--- config.mk ---
export PLATFORM = sky130hd
export DESIGN_NAME = uart_bd_ctrl
export DESIGN_NICKNAME = d
export VERILOG_FILES = /design/src/rtl/uart_bd_pkg.sv /design/src/rtl/uart_bd_regs.sv /design/src/rtl/uart_bd_rx.sv /design/src/rtl/uart_bd_tx.sv /design/src/rtl/uart_bd_ctrl.sv
export SDC_FILE = /design/constraint.sdc
export NUM_CORES = 1
export LEC_CHECK = 0
export CORE_ASPECT_RATIO = 1.1
export CORE_UTILIZATION = 40
export CTS_CLUSTER_SIZE = 16
export DETAILED_ROUTE_END_ITERATION = 6
export DONT_BUFFER_PORTS = 1
export GPL_TIMING_DRIVEN = 0
export PLACE_DENSITY = 0.54
export SLEW_MARGIN = 0
export SYNTH_ARGS = -nofsm -noshare
export SYNTH_HDL_FRONTEND = slang
export SYNTH_SLANG_ARGS = --single-unit
--- constraint.sdc ---
create_clock -name clk -period 7.5 [get_ports clk]
set_clock_uncertainty 0.2 [all_clocks]
set_input_delay 0.375 -clock clk [delete_from_list [all_inputs] [get_ports clk]]
set_output_delay 0.375 -clock clk [all_outputs]
set_load 0.02 [all_outputs]
--- src/rtl/uart_bd_pkg.sv ---
package uart_bd_pkg;
   localparam int CFG_AW = 4;
   localparam int CFG_DW = 32;
   localparam int EVT_W  = 3;

   localparam logic [CFG_AW-1:0] REG_RX_STAT = 4'd0;
   localparam logic [CFG_AW-1:0] REG_RX_LEN  = 4'd1;
   localparam logic [CFG_AW-1:0] REG_RX_PTR  = 4'd2;
   localparam logic [CFG_AW-1:0] REG_TX_STAT = 4'd3;
   localparam logic [CFG_AW-1:0] REG_TX_LEN  = 4'd4;
   localparam logic [CFG_AW-1:0] REG_TX_PTR  = 4'd5;
   localparam logic [CFG_AW-1:0] REG_MAX_LEN = 4'd6;
   localparam logic [CFG_AW-1:0] REG_EVENT   = 4'd7;
   localparam logic [CFG_AW-1:0] REG_MASK    = 4'd8;
   localparam logic [CFG_AW-1:0] REG_MODE    = 4'd9;

   localparam int BIT_READY = 15;
   localparam int BIT_WRAP  = 13;
   localparam int BIT_INT   = 12;

   localparam int EV_RXDONE = 0;
   localparam int EV_TXDONE = 1;
   localparam int EV_BUSY   = 2;

   typedef enum logic [1:0] {
      TX_IDLE  = 2'd0,
      TX_FETCH = 2'd1,
      TX_WAIT  = 2'd2,
      TX_SEND  = 2'd3
   } tx_state_e;
endpackage

--- src/rtl/uart_bd_regs.sv ---
module uart_bd_regs
   import uart_bd_pkg::*;
#(
   parameter int ADDR_W = 32,
   parameter int LEN_W  = 16
) (
   input  logic                 clk,
   input  logic                 rst_n,
   input  logic                 cfg_we,
   input  logic [CFG_AW-1:0]    cfg_addr,
   input  logic [CFG_DW-1:0]    cfg_wdata,
   output logic [CFG_DW-1:0]    cfg_rdata,
   input  logic                 rx_close_i,
   input  logic [LEN_W-1:0]     rx_close_len_i,
   input  logic                 tx_close_i,
   input  logic                 busy_i,
   output logic [15:0]          rx_stat_o,
   output logic [ADDR_W-1:0]    rx_ptr_o,
   output logic [LEN_W-1:0]     max_len_o,
   output logic [15:0]          tx_stat_o,
   output logic [LEN_W-1:0]     tx_len_o,
   output logic [ADDR_W-1:0]    tx_ptr_o,
   output logic [EVT_W-1:0]     evt_o,
   output logic [EVT_W-1:0]     mask_o,
   output logic                 rx_en_o,
   output logic                 tx_en_o
);
   logic [15:0]       rx_stat_q, tx_stat_q;
   logic [LEN_W-1:0]  rx_len_q, tx_len_q, max_len_q;
   logic [ADDR_W-1:0] rx_ptr_q, tx_ptr_q;
   logic [EVT_W-1:0]  evt_q, mask_q, evt_set, evt_clr;
   logic [1:0]        mode_q;
   logic              unused_wdata;

   assign unused_wdata = ^cfg_wdata;

   function automatic logic hit(input logic [CFG_AW-1:0] a);
      return cfg_we && (cfg_addr == a);
   endfunction

   always_comb begin
      evt_set            = '0;
      evt_set[EV_RXDONE] = rx_close_i && rx_stat_q[BIT_INT];
      evt_set[EV_TXDONE] = tx_close_i && tx_stat_q[BIT_INT];
      evt_set[EV_BUSY]   = busy_i;
      evt_clr            = hit(REG_EVENT) ? cfg_wdata[EVT_W-1:0] : '0;
   end

   always_ff @(posedge clk or negedge rst_n) begin
      if (!rst_n) begin
         rx_stat_q <= '0;
         tx_stat_q <= '0;
         rx_len_q  <= '0;
         tx_len_q  <= '0;
         max_len_q <= '0;
         rx_ptr_q  <= '0;
         tx_ptr_q  <= '0;
         evt_q     <= '0;
         mask_q    <= '0;
         mode_q    <= '0;
      end else begin
         if (hit(REG_RX_STAT)) rx_stat_q <= cfg_wdata[15:0];
         if (rx_close_i)       rx_stat_q[BIT_READY] <= 1'b0;
         if (hit(REG_RX_LEN))  rx_len_q <= cfg_wdata[LEN_W-1:0];
         if (rx_close_i)       rx_len_q <= rx_close_len_i;
         if (hit(REG_RX_PTR))  rx_ptr_q <= cfg_wdata[ADDR_W-1:0];
         if (hit(REG_TX_STAT)) tx_stat_q <= cfg_wdata[15:0];
         if (tx_close_i)       tx_stat_q[BIT_READY] <= 1'b0;
         if (hit(REG_TX_LEN))  tx_len_q <= cfg_wdata[LEN_W-1:0];
         if (hit(REG_TX_PTR))  tx_ptr_q <= cfg_wdata[ADDR_W-1:0];
         if (hit(REG_MAX_LEN)) max_len_q <= cfg_wdata[LEN_W-1:0];
         if (hit(REG_MASK))    mask_q <= cfg_wdata[EVT_W-1:0];
         if (hit(REG_MODE))    mode_q <= cfg_wdata[1:0];
         evt_q <= (evt_q & ~evt_clr) | evt_set;
      end
   end

   always_comb begin
      cfg_rdata = '0;
      unique case (cfg_addr)
         REG_RX_STAT: cfg_rdata[15:0]       = rx_stat_q;
         REG_RX_LEN:  cfg_rdata[LEN_W-1:0]  = rx_len_q;
         REG_RX_PTR:  cfg_rdata[ADDR_W-1:0] = rx_ptr_q;
         REG_TX_STAT: cfg_rdata[15:0]       = tx_stat_q;
         REG_TX_LEN:  cfg_rdata[LEN_W-1:0]  = tx_len_q;
         REG_TX_PTR:  cfg_rdata[ADDR_W-1:0] = tx_ptr_q;
         REG_MAX_LEN: cfg_rdata[LEN_W-1:0]  = max_len_q;
         REG_EVENT:   cfg_rdata[EVT_W-1:0]  = evt_q;
         REG_MASK:    cfg_rdata[EVT_W-1:0]  = mask_q;
         REG_MODE:    cfg_rdata[1:0]        = mode_q;
         default:     cfg_rdata             = '0;
      endcase
   end

   assign rx_stat_o = rx_stat_q;
   assign rx_ptr_o  = rx_ptr_q;
   assign max_len_o = max_len_q;
   assign tx_stat_o = tx_stat_q;
   assign tx_len_o  = tx_len_q;
   assign tx_ptr_o  = tx_ptr_q;
   assign evt_o     = evt_q;
   assign mask_o    = mask_q;
   assign rx_en_o   = mode_q[0];
   assign tx_en_o   = mode_q[1];
endmodule

--- src/rtl/uart_bd_rx.sv ---
module uart_bd_rx #(
   parameter int ADDR_W = 32,
   parameter int LEN_W  = 16
) (
   input  logic              clk,
   input  logic              rst_n,
   input  logic              rx_en_i,
   input  logic              ready_i,
   input  logic [ADDR_W-1:0] ptr_i,
   input  logic [LEN_W-1:0]  max_len_i,
   input  logic              rx_valid_i,
   input  logic [7:0]        rx_data_i,
   output logic              wr_en_o,
   output logic [ADDR_W-1:0] wr_addr_o,
   output logic [7:0]        wr_data_o,
   output logic              close_o,
   output logic [LEN_W-1:0]  close_len_o,
   output logic              busy_o
);
   logic [LEN_W-1:0] cnt_q, cnt_nxt;
   logic             take;

   assign take        = rx_valid_i && rx_en_i && ready_i;
   assign busy_o      = rx_valid_i && rx_en_i && !ready_i;
   assign cnt_nxt     = cnt_q + LEN_W'(1);
   assign close_o     = take && (cnt_nxt == max_len_i);
   assign close_len_o = cnt_nxt;
   assign wr_en_o     = take;
   assign wr_addr_o   = ptr_i + ADDR_W'(cnt_q);
   assign wr_data_o   = rx_data_i;

   always_ff @(posedge clk or negedge rst_n) begin
      if (!rst_n)                 cnt_q <= '0;
      else if (!rx_en_i || close_o) cnt_q <= '0;
      else if (take)              cnt_q <= cnt_nxt;
   end
endmodule

--- src/rtl/uart_bd_tx.sv ---
module uart_bd_tx
   import uart_bd_pkg::*;
#(
   parameter int ADDR_W = 32,
   parameter int LEN_W  = 16
) (
   input  logic              clk,
   input  logic              rst_n,
   input  logic              tx_en_i,
   input  logic              ready_i,
   input  logic [ADDR_W-1:0] ptr_i,
   input  logic [LEN_W-1:0]  len_i,
   output logic              rd_req_o,
   output logic [ADDR_W-1:0] rd_addr_o,
   input  logic              rd_gnt_i,
   input  logic [7:0]        rd_data_i,
   output logic              tx_valid_o,
   output logic [7:0]        tx_data_o,
   input  logic              tx_ready_i,
   output logic              close_o
);
   tx_state_e        state_q;
   logic [LEN_W-1:0] cnt_q, cnt_nxt;
   logic [7:0]       byte_q;
   logic             last, start_ok;

   assign cnt_nxt    = cnt_q + LEN_W'(1);
   assign last       = (cnt_nxt == len_i);
   assign start_ok   = tx_en_i && ready_i;
   assign rd_req_o   = (state_q == TX_FETCH);
   assign rd_addr_o  = ptr_i + ADDR_W'(cnt_q);
   assign tx_valid_o = (state_q == TX_SEND);
   assign tx_data_o  = byte_q;

   always_comb begin
      close_o = 1'b0;
      if (state_q == TX_IDLE && start_ok && len_i == '0) close_o = 1'b1;
      if (state_q == TX_SEND && tx_ready_i && last)       close_o = 1'b1;
   end

   always_ff @(posedge clk or negedge rst_n) begin
      if (!rst_n) begin
         state_q <= TX_IDLE;
         cnt_q   <= '0;
         byte_q  <= '0;
      end else begin
         unique case (state_q)
            TX_IDLE: begin
               cnt_q <= '0;
               if (start_ok && len_i != '0) state_q <= TX_FETCH;
            end
            TX_FETCH: if (rd_gnt_i) state_q <= TX_WAIT;
            TX_WAIT: begin
               byte_q  <= rd_data_i;
               state_q <= TX_SEND;
            end
            TX_SEND: begin
               if (tx_ready_i) begin
                  if (last) begin
                     state_q <= TX_IDLE;
                  end else begin
                     cnt_q   <= cnt_nxt;
                     state_q <= TX_FETCH;
                  end
               end
            end
            default: state_q <= TX_IDLE;
         endcase
      end
   end
endmodule

--- src/rtl/uart_bd_ctrl.sv ---
module uart_bd_ctrl
   import uart_bd_pkg::*;
#(
   parameter int ADDR_W  = 32,
   parameter int LEN_W   = 16,
   parameter bit IRQ_REG = 1'b0
) (
   input  logic              clk,
   input  logic              rst_n,
   input  logic              cfg_we,
   input  logic [3:0]        cfg_addr,
   input  logic [31:0]       cfg_wdata,
   output logic [31:0]       cfg_rdata,
   input  logic              rx_valid,
   input  logic [7:0]        rx_data,
   output logic              tx_valid,
   output logic [7:0]        tx_data,
   input  logic              tx_ready,
   output logic              mem_en,
   output logic              mem_we,
   output logic [ADDR_W-1:0] mem_addr,
   output logic [7:0]        mem_wdata,
   input  logic [7:0]        mem_rdata,
   output logic              irq
);
   if (ADDR_W < LEN_W || ADDR_W > CFG_DW) begin : g_bad_addr_w
      $error("ADDR_W must lie between LEN_W and the config data width");
   end
   if (LEN_W < 2 || LEN_W > 16) begin : g_bad_len_w
      $error("LEN_W must lie between 2 and 16");
   end

   logic [15:0]       rx_stat_w, tx_stat_w;
   logic [ADDR_W-1:0] rx_ptr_w, tx_ptr_w, rx_waddr, tx_raddr;
   logic [LEN_W-1:0]  max_len_w, tx_len_w, rx_close_len;
   logic [EVT_W-1:0]  evt_w, mask_w;
   logic              rx_en_w, tx_en_w, rx_close_w, tx_close_w, busy_w;
   logic              rx_wr, tx_rd;
   logic [7:0]        rx_wdata;

   uart_bd_regs #(.ADDR_W(ADDR_W), .LEN_W(LEN_W)) u_regs (
      .clk(clk), .rst_n(rst_n),
      .cfg_we(cfg_we), .cfg_addr(cfg_addr), .cfg_wdata(cfg_wdata), .cfg_rdata(cfg_rdata),
      .rx_close_i(rx_close_w), .rx_close_len_i(rx_close_len),
      .tx_close_i(tx_close_w), .busy_i(busy_w),
      .rx_stat_o(rx_stat_w), .rx_ptr_o(rx_ptr_w), .max_len_o(max_len_w),
      .tx_stat_o(tx_stat_w), .tx_len_o(tx_len_w), .tx_ptr_o(tx_ptr_w),
      .evt_o(evt_w), .mask_o(mask_w), .rx_en_o(rx_en_w), .tx_en_o(tx_en_w)
   );

   uart_bd_rx #(.ADDR_W(ADDR_W), .LEN_W(LEN_W)) u_rx (
      .clk(clk), .rst_n(rst_n),
      .rx_en_i(rx_en_w), .ready_i(rx_stat_w[BIT_READY]),
      .ptr_i(rx_ptr_w), .max_len_i(max_len_w),
      .rx_valid_i(rx_valid), .rx_data_i(rx_data),
      .wr_en_o(rx_wr), .wr_addr_o(rx_waddr), .wr_data_o(rx_wdata),
      .close_o(rx_close_w), .close_len_o(rx_close_len), .busy_o(busy_w)
   );

   uart_bd_tx #(.ADDR_W(ADDR_W), .LEN_W(LEN_W)) u_tx (
      .clk(clk), .rst_n(rst_n),
      .tx_en_i(tx_en_w), .ready_i(tx_stat_w[BIT_READY]),
      .ptr_i(tx_ptr_w), .len_i(tx_len_w),
      .rd_req_o(tx_rd), .rd_addr_o(tx_raddr), .rd_gnt_i(!rx_wr), .rd_data_i(mem_rdata),
      .tx_valid_o(tx_valid), .tx_data_o(tx_data), .tx_ready_i(tx_ready),
      .close_o(tx_close_w)
   );

   // receive writes own the memory port; a pending fetch waits a cycle
   assign mem_en    = rx_wr || tx_rd;
   assign mem_we    = rx_wr;
   assign mem_addr  = rx_wr ? rx_waddr : tx_raddr;
   assign mem_wdata = rx_wdata;

   if (IRQ_REG) begin : g_irq_ff
      logic irq_q;
      always_ff @(posedge clk or negedge rst_n) begin
         if (!rst_n) irq_q <= 1'b0;
         else        irq_q <= |(evt_w & mask_w);
      end
      assign irq = irq_q;
   end else begin : g_irq_comb
      assign irq = |(evt_w & mask_w);
   end
endmodule

==> results of run 1 <==
registers in the layout, summed over array words and instances (netlist names):
signal,count
u_tx.cnt_q,16
u_regs.rx_len_q,16
u_regs.evt_o,3
u_regs.mode_q,2
u_tx.tx_data_o,8
u_rx.cnt_q,16
u_regs.rx_stat_o,16
u_regs.rx_ptr_o,32
u_regs.mask_o,3
u_regs.tx_len_o,16
u_tx.state_q,2
u_regs.max_len_o,16
u_regs.tx_stat_o,16
u_regs.tx_ptr_o,32
through the flow:
stage	setup WS, ns	hold WS [ns]
2_1_floorplan	4.23	-0.121
3_3_place_gp	3.31	-0.106
3_5_place_dp	3.33	-0.108
4_1_cts	2.84	0.116
5_1_grt	2.48	0.172
6_report	2.75	0.127
metal layers:
| layer | up-vias | global-route usage | wire (um) |
|---|---|---|---|
| met5 | - | 0 | 0 |
| met4 | 0 | 0.0759 | 864 |
| met3 | 50 | 0.0635 | 2900 |
| met2 | 324 | 0.405 | 18700 |
| met1 | 5169 | 0.350 | 18000 |
| li1 | 4716 | - | - |
cells in the mapped netlist (11+ instances only):
cell      number  area, um2
nand2_1      124        465
and3_1        20        125
a22oi_1       25        188
nand4_1       18        113
ha_1          38        475
dfrtp_1      194       4850
clkbuf_1      42        158
buf_1         13       48.8
a21oi_1       45        225
xnor2_1       72        631
nor3_1        22        110
a21o_1        17        128
a211oi_1      11       82.6
o21ai_0       51        255
nor2_1        56        210
mux2i_1       74        741
xor2_1        45        394
a31oi_1       20        125
nand3_1       41        205
inv_1         25       93.8
a22o_1        18        158
mux2_2       142       1600
nor3b_1       24        180
power by group through the flow:
stage,clock [uW],combinational [uW],sequential [uW]
4_1_cts,985,1030,1540
5_1_grt,1020,1130,1570
3_3_place_gp,0,956,1550
6_report,967,1030,1540
2_1_floorplan,0,775,1460
3_5_place_dp,0,969,1560
how the worst max path moves through the flow:
stage | cells past startpoint | slack [ns] | end | start
after global routing | 9 | 2.48 | mem_addr[17] | u_tx.cnt_q[1]
after global placement | 6 | 3.31 | u_regs.tx_ptr_o[28] | cfg_addr[2]
final | 6 | 2.75 | mem_addr[14] | u_regs.rx_stat_o[15]
after CTS | 9 | 2.84 | mem_addr[19] | u_tx.cnt_q[1]
after floorplan | 11 | 4.23 | mem_addr[20] | u_regs.tx_ptr_o[0]
after detailed placement | 9 | 3.33 | mem_addr[19] | u_tx.cnt_q[1]
area by class of cell:
cell class,instances,share of cell area
Antenna cell,2,0.000353
Buffer,77,0.0250
Clock buffer,19,0.0312
Clock inverter,11,0.0109
Inverter,25,0.00662
Multi-Input combinational cell,968,0.514
Sequential cell,194,0.342
Tap cell,414,0.0365
Timing Repair Buffer,45,0.0329
worst max-delay path: stages, from the launching register on:
cell	delay, ns
dfrtp_1	0.47
nand3_1	0.19
clkbuf_1	0.71
inv_1	0.45
buf_1	0.50
clkbuf_1	0.50
o21ai_0	0.87
cell families (layout without fill, tap and decap cells):
| logic type | Yosys count | in the layout | synth area share |
|---|---|---|---|
| and+or+nand+nor | 359 | 359 | 0.144 |
| DFF | 194 | 194 | 0.386 |
| adders and majority gates | 40 | 40 | 0.0410 |
| buffers and inverters | 102 | 177 | 0.0356 |
| AOI/OAI and AO/OA | 236 | 236 | 0.126 |
| muxes | 216 | 216 | 0.186 |
| other | 0 | 2 | 0 |
| xor gates and xnor gates | 117 | 117 | 0.0814 |
==> summary.md, run 1 <==
| Metric | Value |
|---|---|
| Syn Nets | approximately 1,400 |
| # resized after CTS | 0 |
| Violation count after the first detailed-route iteration | approximately 800 |
| Die ar. | approximately 32,000 um2 |
| Worst reg-to-reg setup slack | about 3.6 ns |
| DRC viols | 0 |
| Synth warn | 0 |
| Detail-routed via count per cell | around 5.8 |
| Layout Cells excl Fill | approximately 1,800 |
| Hold Crit Class | in2reg |
| CP Capture Type | output port |
| Clock Latency Late Sink | roughly 0.46 ns |
| Antenna violations before repair | 2 |
| H-tree depth | 4 |
| DR vias | roughly 10,000 |
| Fmax | roughly 210 MHz |
| Share of layout cells above drive strength 1 | 0.152 |
| #FFs+latches synth | between 150 and 200 |
| Hold Fails Final Rpt | 0 |
| Int Pwr | approximately 2200 uW |
| RePlAce Congestion | 0.894 |
| Most frequent cells in the layout | 194 x dfrtp_1, 142 x mux2_2, 124 x nand2_1 |
| All-Layer GR Usage | 0.258 |
| Width of the die | approximately 170 um |
| Commonest non-fill, non-tap cell in the layout | dfrtp_1 |
| Critical path data arrival time | between 4 and 5 ns |
| Worst-path maximum fanout | 10 |
| Post-route clock period utilization | 0.633 |
| Cells after Synth | 1,264 |
| CTS buffer count | 17 |
| Slew HR | 0.307 |
| Vias in the first global route | ~10,000 |
| Worst R2R End | u_regs.rx_len_q[6] |
| Sw Ratio | 0.368 |
| Clock transition at path regs | ~0.080 ns |
| DP HPWL | about 30,000 um |
| CTS tree | yes |
| Startpoint Class | register |
| Setup TNS | 0 ns |
| Worst reg2reg path depth | 10 |
| Top_reg_cell synth | dfrtp_1 |
| Unrepaired setup endpoints after global routing | false |
| Min Tclk post-route | roughly 4.7 ns |
| Post-Syn Area | approximately 13,000 um2 |
| Clk pwr share | 0.273 |
| Wirelength per Cell | 23.0 um |
| Power Total | around 3500 uW |
| Row count | 67 |
| Hold Path Depth | 4 |
| Post-Route WL | slightly above 40,000 um |
| Pin count of the biggest net entering global routing | 195 |
| Peak supply drop | 175 uV |
| DRT Pass-1 Iters | 7 |
| Post-route design area | ~14,000 um2 |
| Core area | about 31,000 um2 |
| Outcome | finished clean |
| Final setup vio count | 0 |
| Nets | approximately 1,400 |
| Global-route wire length before repair | 62,100 um |
| Multi-input gate area | about 7300 um2 |
| Worst slew pin tran | around 1.0 ns |
| Max Root-Sink Buffers | 2 |
| Hold buffers post-CTS | 43 |
| Share of flip-flops with an asynchronous set or reset | 1.00 |
| Combinational Power Share | 0.291 |
| RR Startpoint | u_rx.cnt_q[0] |
| Worst Hold Path EP | u_tx.state_q[0] |
| Seq pwr share | 0.435 |
| Synth-to-layout area growth | 12.6% |
| Placed Cells | between 1,500 and 2,000 |
| Placed Instance Area | about 13,000 um2 |
| Cell area power density | about 250 nW/um2 |
| Setup Fix Bufs, Post-CTS | 0 |
| Final ANT Viol Nets | 0 |
| Final core occ | 0.462 |
| Initial Util | 0.410 |
| Synth Area per Inst | 9.96 um2 |
| Worst Setup Path Type | reg2out |
| Leak | around 0.006 uW |
| Die H | 188 um |
| Net load switching power | about 1300 uW |
| Max Cap Violations | 0 |
| Synth unique cells | 71 |
| Filler cells | between 3,000 and 4,000 |
| Worst EP required | 6.92 ns |
| IO Pins | about 140 |
| Register area | a little under 5000 um2 |
| CTS sink cnt | around 190 |
| Root buffer cell | clkbuf_16 |
| Gr ovfl total | 0 |
| EDFF count, synth | 0 |
| Sequential share of the synthesized area | 0.386 |
| HP Start | tx_ready |
| Port bufs | 0 |
| Slew Limit Fails | 0 |
No activity file was read; power rests on OpenSTA's default activity.
==> run 2: changes to the inputs <==
ABC_AREA = 1   (was default)
clock period = 4.8 ns   (was 7.5 ns; I/O delays follow)
==> run 2 against run 1 <==
Compared with the run above: the flow now finishes with violations (hold timing); core utilization down 0.98 points; setup slack worse by 2.3 ns; global-route usage up 6.1 points; via count increased by 35%; first-iteration DRC count grew 64%; clock-buffer cell count down 1; combinational power grew 75%; die area up 6.7%; cell area grew 5.9%; non-clock buffer count fell by 11; sequential power up 55%; critical endpoint is now mem_addr[18].
==> summary.md, run 2 <==
| Metric | Value |
|---|---|
| Outcome | finished, violations left |
| Failing checks | hold timing |
| Final core occ | 0.452 |
| Worst EP required | between 4 and 5 ns |
| H-tree depth | 4 |
| Wirelength per Cell | ~22 um |
| CTS sink cnt | between 150 and 200 |
| IO Pins | between 100 and 150 |
| Die H | between 150 and 200 um |
| Initial Util | 0.405 |
| DRC viols | 0 |
| Unrepaired setup endpoints after global routing | false |
| DRT Pass-1 Iters | 6 |
| Pin count of the biggest net entering global routing | a little under 200 |
| EDFF count, synth | 0 |
| Fmax | approximately 230 MHz |
| Final worst setup slack | 0.460 ns |
| Detail-routed via count per cell | between 5 and 6 |
| Cell area power density | approximately 380 nW/um2 |
| Critical-path top delay cell | o21ai_0 |
| Top_reg_cell synth | dfrtp_1 |
| Antenna violations before repair | 0 |
| Hold Fails Final Rpt | between 150 and 200 |
| Clock Latency Late Sink | approximately 0.48 ns |
| Worst Setup Path Type | reg2out |
| Post-route clock period utilization | 0.904 |
| # resized after CTS | 0 |
| All-Layer GR Usage | 0.320 |
| Top-count cell post-synth | nand2_1 |
| Cell accounting for the most synthesized area | dfrtp_1 |
| Worst slew pin tran | about 0.95 ns |
| Net load switching power | around 2400 uW |
| Slew HR | 0.362 |
| Most used cell, CP | o21ai_0 |
| Post-Route WL | 53,800 um |
| Synth unique cells | 54 |
| Ant. Diodes | 0 |
| DP HPWL | about 42,000 um |
| CP Capture Type | output port |
| CTS tree | yes |
| CTS buffer count | 17 |
| Startpoint Class | register |
| Synth Area per Inst | between 6 and 7 um2 |
| Seq pwr share | 0.414 |
| Crit path cell chain | ha_1 > inv_1 > fa_1 > o21ai_0 > a21oi_1 > o21ai_0 > nand2_1 > nand2_1 > inv_1 > o21ai_0 > nand2_1 > o21ai_0 |
| Final ANT Viol Nets | 0 |
| Synth top area share | 0.361 |
| Die ar. | around 34,000 um2 |
| Worst-path maximum fanout | 7 |
| Syn Nets | slightly above 2,000 |
| Post-Syn Area | 13,400 um2 |
| Commonest non-fill, non-tap cell in the layout | nand2_1 |
| Row count | 70 |
| Slowest cell delay on critical path | a little over 0.6 ns |
| Leak | about 0.007 uW |
| Share of layout cells above drive strength 1 | 0.0535 |
| Final setup vio count | 0 |
| Width of the die | about 180 um |
| Critical path data arrival time | 3.90 ns |
| Combinational Power Share | 0.313 |
| Vias in the first global route | between 10,000 and 15,000 |
| Global-route wire length before repair | about 82,000 um |
| Share of flip-flops with an asynchronous set or reset | 1.00 |
| Sequential share of the synthesized area | 0.361 |
| RePlAce Congestion | about 0.96 |
| Most frequent cells in the layout | 587 x nand2_1, 237 x o21ai_0, 203 x inv_1 |
| Largest cells by area after synthesis | dfrtp_1 36%, nand2_1 16%, o21ai_0 8.8% |
| Post-synth top cells | 587 x nand2_1, 237 x o21ai_0, 203 x inv_1 |
| Filler cells | approximately 3,500 |
| Setup TNS | 0 ns |
| Root buffer cell | clkbuf_16 |
| Clk pwr share | 0.274 |
| Max Cap Violations | 0 |
| Violation count after the first detailed-route iteration | about 1,300 |
| Synth-to-layout area growth | 11.8% |
| Sw Ratio | 0.424 |
| Core area | 33,200 um2 |
| Nets | between 2,000 and 2,500 |
| Cells after Synth | ~1,900 |
| Slew Limit Fails | 0 |
| DR vias | approximately 14,000 |
| Peak supply drop | between 200 and 300 uV |
| Power Total | slightly below 6000 uW |
| Int Pwr | roughly 3300 uW |
| Clock transition at path regs | ~0.08 ns |
| WHS | -0.731 ns |
| Gr ovfl total | 0 |
| Hold Crit Class | in2async |
| Synth warn | 0 |
| Place WS | 0.902 ns |
| Port bufs | 0 |
| #FFs+latches synth | 194 |
| Min Tclk post-route | 4.34 ns |
| Max Root-Sink Buffers | 2 |
## run 2: cell types whose count changed after synthesis, sizes merged, moves of 73 or more
cell | previous run | this run
nand3 | 42 | 144
mux2i | 74 | 1
nand2 | 124 | 597
nor2 | 56 | 169
inv | 25 | 207
mux2 | 142 | 8
o21ai | 52 | 240
## run 2: cells by family (layout without fill, tap and decap cells)
family	Yosys count	in the layout	synth area share
mux	9	9	0.00745
flops	194	194	0.361
xor+xnor	18	18	0.0128
fa+ha+maj	40	40	0.0384
compound gates	389	389	0.161
buf+inv	279	352	0.0860
simple gates	1017	1017	0.333
## run 2: power groups by stage
stage                     registers [uW]  logic (uW)  clock network, uW
after floorplan                     2240        1310                  0
after global placement              2400        1740                  0
after detailed placement            2400        1760                  0
after CTS                           2370        1790               1600
after global routing                2420        2000               1660
final                               2390        1800               1580
## run 2: critical path, delay by kind of cell, from the launching register on
family / cells / cell delay [ns]
flops: 1 / 0.53
fa+ha+maj: 2 / 0.62
simple gates: 3 / 0.40
buf+inv: 2 / 0.16
compound gates: 5 / 1.72
## run 2: path summary, 6_finish.rpt
| kind | startpoint | to | slack [ns] | cells after the start |
|---|---|---|---|---|
| setup / recovery | u_tx.cnt_q[0] | mem_addr[18] | 0.46 | 12 |
| hold reg to reg | u_regs.rx_stat_o[15] | u_regs.evt_o[2] | 0.28 | 1 |
| hold / removal | rst_n | u_regs.rx_ptr_o[22] | -0.73 | 0 |
| max in group asynchronous | rst_n | u_regs.rx_len_q[13] | 4.66 | 0 |
| min in group clk | cfg_wdata[6] | u_regs.tx_len_o[6] | 0.03 | 2 |
| setup reg to reg | u_tx.state_q[0] | u_tx.cnt_q[5] | 1.91 | 7 |
## run 2: area by class of cell
| type | instances | area [um2] | area share |
|---|---|---|---|
| sequential | 194 | 4850 | 0.323 |
| clock buffer | 18 | 429 | 0.0286 |
| inverter | 209 | 785 | 0.0522 |
| clock inverter | 14 | 205 | 0.0137 |
| tap | 432 | 541 | 0.0360 |
| buffer | 70 | 372 | 0.0247 |
| multi-input combinational | 1473 | 7420 | 0.494 |
| timing repair buffer | 41 | 405 | 0.0270 |
## run 2: repair_timing
item                                    in CTS  in global routing
buffers inserted                             0                  0
hold buffers                                39                  1
endpoints found under the hold margin      273                195
endpoints found under the setup margin       0                  0
## run 2: per-layer routing
| layer | global-route usage | wire length (um) | vias up |
|---|---|---|---|
| met1 | 0.415 | 23000 | 6710 |
| li1 | - | - | 6600 |
| met5 | 0 | 0 | - |
| met4 | 0.119 | 1740 | 0 |
| met3 | 0.0486 | 3170 | 81 |
| met2 | 0.532 | 25800 | 479 |
## run 2: stage by stage
stage	std cells	area (um2)
floorplan	1946	13400
global placement	2378	14000
detailed placement	2379	14000
CTS	2450	15000
global route	2451	15000
finish	2451	15000
